===== config.mk =====
export PLATFORM = sky130hd
export DESIGN_NAME = cpu_stall_refresh
export DESIGN_NICKNAME = d
export VERILOG_FILES = /design/src/rtl/cpu_stall_refresh.sv
export SDC_FILE = /design/constraint.sdc
export NUM_CORES = 1
export LEC_CHECK = 0
export BUFFER_PORTS_ARGS = -buffer_cell sky130_fd_sc_hd__buf_4
export CAP_MARGIN = 20
export CELL_PAD_IN_SITES_DETAIL_PLACEMENT = 1
export CELL_PAD_IN_SITES_GLOBAL_PLACEMENT = 1
export CORE_MARGIN = 2
export CORE_UTILIZATION = 48
export CTS_BUF_LIST = sky130_fd_sc_hd__clkbuf_8
export DETAILED_ROUTE_END_ITERATION = 16
export PLACE_DENSITY = 0.89
export RECOVER_POWER = 25
export SYNTH_ARGS = -nofsm -noshare
export SYNTH_HDL_FRONTEND = slang
export SYNTH_SLANG_ARGS = --single-unit

===== constraint.sdc =====
create_clock -name clk -period 2.5 [get_ports clk]
set_input_delay 0.25 -clock clk [delete_from_list [all_inputs] [get_ports clk]]
set_output_delay 0.25 -clock clk [all_outputs]
set_load 0.01 [all_outputs]

===== src/rtl/cpu_stall_refresh.sv =====
module cpu_stall_refresh #(
  parameter int INTERVAL = 120,
  parameter int PULSE    = 4
) (
  input  logic       clk,
  input  logic       rst_n,
  input  logic       m1_n,
  input  logic       mreq_n,
  input  logic       rdy,
  input  logic       xrdy,
  input  logic [1:0] mode,
  output logic       wait_n,
  output logic       rfsh_strobe
);
  localparam int CW = (INTERVAL > 2) ? $clog2(INTERVAL) : 1;
  localparam int PW = $clog2(PULSE + 1);
  localparam logic [CW-1:0] ILAST = CW'(INTERVAL - 1);
  localparam logic [PW-1:0] PLAST = PW'(PULSE - 1);

  logic          mreq_prev, mem_wait_q, ext_q, rf_q;
  logic [CW-1:0] icnt;
  logic [PW-1:0] pcnt;

  wire mem_start = !mreq_n && mreq_prev;
  wire mem_pick  = (mode == 2'b01 && !m1_n) || (mode == 2'b10);

  always_ff @(posedge clk or negedge rst_n) begin
    if (!rst_n) begin
      mreq_prev  <= 1'b1;
      mem_wait_q <= 1'b0;
      ext_q      <= 1'b0;
    end else begin
      mreq_prev  <= mreq_n;
      mem_wait_q <= mem_start && mem_pick;
      ext_q      <= !rdy || !xrdy;
    end
  end

  always_ff @(posedge clk or negedge rst_n) begin
    if (!rst_n) begin
      rf_q <= 1'b0;
      icnt <= '0;
      pcnt <= '0;
    end else if (rf_q) begin
      if (pcnt == PLAST) rf_q <= 1'b0;
      else               pcnt <= pcnt + 1'b1;
    end else if (ext_q) begin
      if (icnt == ILAST) begin
        rf_q <= 1'b1;
        pcnt <= '0;
        icnt <= '0;
      end else begin
        icnt <= icnt + 1'b1;
      end
    end else begin
      icnt <= '0;
    end
  end

  assign wait_n      = !(mem_wait_q || ext_q || rf_q);
  assign rfsh_strobe = rf_q;
endmodule



After elaboration in Yosys (flattened, before gate mapping)

Index checks and enable logic that the tools add are counted.
Widths: inputs -> output; s select.

Flip-flop bits (word level): 14
Input port bits: 8
Output and inout port bits: 2

Add/subtract/negate cells: 2
Equal/unequal tests: 5
Muxes and demuxes: 10
Reductions and logical operators: 15

Operators by type and width:

| cell                | count |
|---|---|
| $mux 7              | 2 |
| $mux 3              | 4 |
| $add 7x1->7 const B | 1 |
| $eq 7x7->1 const B  | 1 |
| $logic_not 1->1     | 5 |
| $logic_or 1x1->1    | 4 |
| $mux 1              | 4 |
| $reduce_bool 2->1   | 2 |
| $add 3x1->3 const B | 1 |
| $eq 3x2->1 const B  | 1 |
| $logic_and 1x1->1   | 3 |
| $reduce_and 3->1    | 1 |
| $eq 2x1->1 const B  | 1 |
| $eq 2x2->1 const B  | 1 |
| $ne 2x2->1 const B  | 1 |

Depth between registers and ports, before layout

Depth in word-level cells: 4
Mapped depth: 5

Worst setup path after synthesis

OpenSTA, ideal clock, no wires.

Kind: register -> register
Start point: register icnt[0]
End point: register icnt[4]
Arrival time: 1327 ps
Required time: 2378 ps
Slack: 1052 ps
Cell stages (with the launch flop): 6
Buffers on the path: 0
Period minus slack after synthesis: 1448 ps
Cell sequence: dfrtp_1 > ha_1 > nand4_2 > or3_4 > a41oi_1 > nand2_1

Word-level cells in the longest chain between the ends: 3

RTL lines:

| what                                      | line   | text |
|---|---|---|
| from (decl)                               | 21     | `logic [CW-1:0] icnt;` |
| from (signal assigned)                    | 53     | `icnt <= icnt + 1'b1;` |
| $add 7x1->7 or $eq 7x7->1 (tied branches) | 53, 48 |  |
| $mux 7 *                                  | 48     | `if (icnt == ILAST) begin` |
| $mux 7 *                                  | 47     | `end else if (ext_q) begin` |

Every way passes the cells marked *; elsewhere a longest branch is shown, timed or not.
A chain may end at the register's enable or synchronous reset.

Final worst setup path

Start point: register icnt[0]
End point: register pcnt[0]

Word-level cells in the longest chain between the ends: 3

RTL lines:

| what                        | line | text |
|---|---|---|
| $eq 7x7->1                  | 48   |  |
| $reduce_bool 2->1 (no line) | n/a  |  |
| $reduce_and 3->1 (no line)  | n/a  |  |
| to (signal assigned)        | 46   | `else pcnt <= pcnt + 1'b1;` |
| to (decl)                   | 22   | `logic [PW-1:0] pcnt;` |

No other way between the ends.

==> impl_metrics.toml <==
[run_status]
outcome = "complete, no violations"

[worst_setup_path]
setup.worst_path.end = "pcnt[0]"
r2r-start = "icnt[0]"
critPathArrivalTime_ns = 1.93
worstSetupEndpointType = "flop"
r2r_end = "pcnt[0]"
critPathRequiredTime_ns = 2.63
cp-start-kind = "flop"
crit_path_start = "icnt[0]"
crit_type = "flop to flop"
reg2reg_depth = 5
rrSetupSlack_ns = 0.70
cp_max_fo = 4

[clock_network]
h-tree-depth = 1
clk_pin_slew_worst_paths_ns = 0.06
postCtsSetupBuffers = 0
insertion_delay_ns = 0.24
cts_tree = "built"
clock-root-buffer = "clkbuf_8"
cts_made_buffers = 3
clock-sinks = 14
cts_buffer_depth = 2

[detailed_routing]
vias = 573
via_per_inst = 6.16
ant_nets = 0
drt_wl_total_mm = 1.73
route.detailed.drc = 0
wire_per_inst_microns = 18.6
first_pass_iters = 4
drtIter0Drc = 11

[floorplan]
io_pins = 10
initial_utilization = 0.519
dieArea_sq_um = 1740
fp-row-count = 13
fp.dieW_microns = 41.8
fp.dieH_microns = 41.8
core_sq_um = 1320

[yosys]
synthTopCellsByCount = "dfrtp_1, nand2_1, nand3_1, o21ai_0"
syn_area_sq_um = 684
synth_most_common_cell = "dfrtp_1"
synth_warnings = 0
synthArstFlopShare = 1.00
avgSynthCellArea_sq_um = 10.4
synthTopCellsByArea = "dfrtp_1, ha_1, nand2_1"
syn_inst = 66
synth_cell_types = 30
synth_fp_nets = 77
synth-main-ff-cell = "dfrtp_1"
synth_edf_count = 0
yosys.area.top_type = "dfrtp_1"
ys_seq_area_frac = 0.514
ys_seq_elements = 14
synth_top_area_share = 0.475

[sta]
fin_setup_tns_ns = 0
hold_violations = 0
fin_skew_ns = 0.000627
fmax_mhz = 557
setup-violations-final = 0
max_slew_margin = 0.473
min_period_over_period = 0.718
min_period_ns = 1.80
worstMarginPinSlew_ns = 0.791
slew_viol_final = 0
rsz0062_at_grt = "false"

[pwr]
p_sw_frac = 0.264
seq_power_share = 0.501
power_frac_comb = 0.121
ir_drop_uv = 468
switchingPower_w = 0.000152
power_frac_clock = 0.378
power_leakage_nw = 0.377
p_per_area_nw_per_um2 = 701
p_int_w = 0.000425

[global_route]
grt_max_degree = 17
grt_pass1_wl_mm = 2.94
grt_pass1_vias = 597
grt-ovfl-total = 0
grt_use_total = 0.233
antenna_found_initial = 0

[layout]
area_growth_pct = 20.3
finalNetCount = 90
fin_util = 0.625
diodes = 0
drive_above_1_share = 0.218

[placed_design]
io_buffers = 9
dpl.hpwl_mm = 1.08
place_congestion = 0.767

[run]
cap_violations = 0

[hold_path]
hold_path_class = "primary input to flop"
[per-stage QoR]
stage	setup slack (ns)	area (sq um)	cells	total power [W]	hold WS, ns
after floorplan	1.05	684	66	0.000322	-0.0456
after global placement	0.945	762	88	0.000349	0.107
after detailed placement	0.873	762	88	0.000359	0.109
after CTS	0.749	827	93	0.000579	0.123
after global routing	0.596	823	93	0.000602	0.121
final	0.704	823	93	0.000577	0.126
[per-layer routing]
metal / GRT usage / wire length (microns)
met5: 0 / 0
met4: 0.0968 / 44
met3: 0.0435 / 68
met2: 0.397 / 883
met1: 0.287 / 735
[power by group through the flow]
| stage | Combinational (W) | Clock (W) | Sequential (W) |
|---|---|---|---|
| after floorplan | 0.0000433 | 0 | 0.000279 |
| after global placement | 0.0000617 | 0 | 0.000288 |
| after detailed placement | 0.0000677 | 0 | 0.000291 |
| after CTS | 0.0000715 | 0.000220 | 0.000288 |
| after global routing | 0.0000787 | 0.000231 | 0.000292 |
| final | 0.0000699 | 0.000218 | 0.000289 |
[cells by family after synthesis]
group	count (synthesis)	share of synthesized area
simple gates	25	0.201
compound gates	16	0.157
flops	14	0.514
buf+inv	5	0.0292
fa+ha+maj	3	0.0549
mux	2	0.0311
xor+xnor	1	0.0128
[cell type report]
cell class                      count  area [sq um]
Sequential cell                    14           352
Tap cell                           15          18.8
Clock buffer                        4          55.1
Fill cell                         151           494
Timing Repair Buffer               10          73.8
Inverter                            3          11.3
Multi-Input combinational cell     47           313
[critical path: stages (launching register included)]
cell	delay (ns)
dfrtp_1	0.40
ha_1	0.28
nand4_2	0.17
nor3_1	0.38
a21oi_1	0.19
a22o_1	0.26
[how the worst min path moves through the flow]
stage	end	cells after the start	from	slack, ns
5_1_grt	mreq_prev	1	mreq_n	0.12
6_report	mreq_prev	1	mreq_n	0.13
3_5_place_dp	icnt[5]	1	rst_n	0.11
4_1_cts	mreq_prev	1	mreq_n	0.12
3_3_place_gp	icnt[5]	1	rst_n	0.11
2_1_floorplan	ext_q	0	rst_n	-0.05
[cells in the final DEF (no fill, tap or decap)]
cell / count
or2_1: 1
or3_4: 1
nand3_1: 4
nand2_1: 8
mux2i_1: 1
xnor2_1: 1
nand2b_1: 2
nand4_2: 1
nor2b_1: 2
nor2_1: 1
a21oi_1: 2
ha_1: 3
inv_1: 3
a22o_1: 2
o21ai_0: 4
o41ai_1: 1
a41oi_1: 1
clkbuf_8: 4
a31oi_1: 1
o21ai_2: 1
dlygate4sd3_1: 1
dfrtp_1: 13
nor3_1: 3
a21o_1: 1
nor3b_1: 1
o31ai_1: 1
or3_1: 1
clkbuf_1: 1
dfstp_2: 1
mux2_2: 1
o22ai_1: 2
clkbuf_4: 2
buf_4: 6
[flip-flops by register name (all words and copies together), names as in the netlist]
signal	cells
mreq_prev	1
mem_wait_q	1
icnt	7
rfsh_strobe	1
ext_q	1
pcnt	3
[repair_timing]
item | 4_1_cts | 5_1_grt
endpoints found under the hold margin | 13 | 0
hold buffers | 1 | 0
resized for setup | 0 | 0
(Power assumes the default switching activity.)
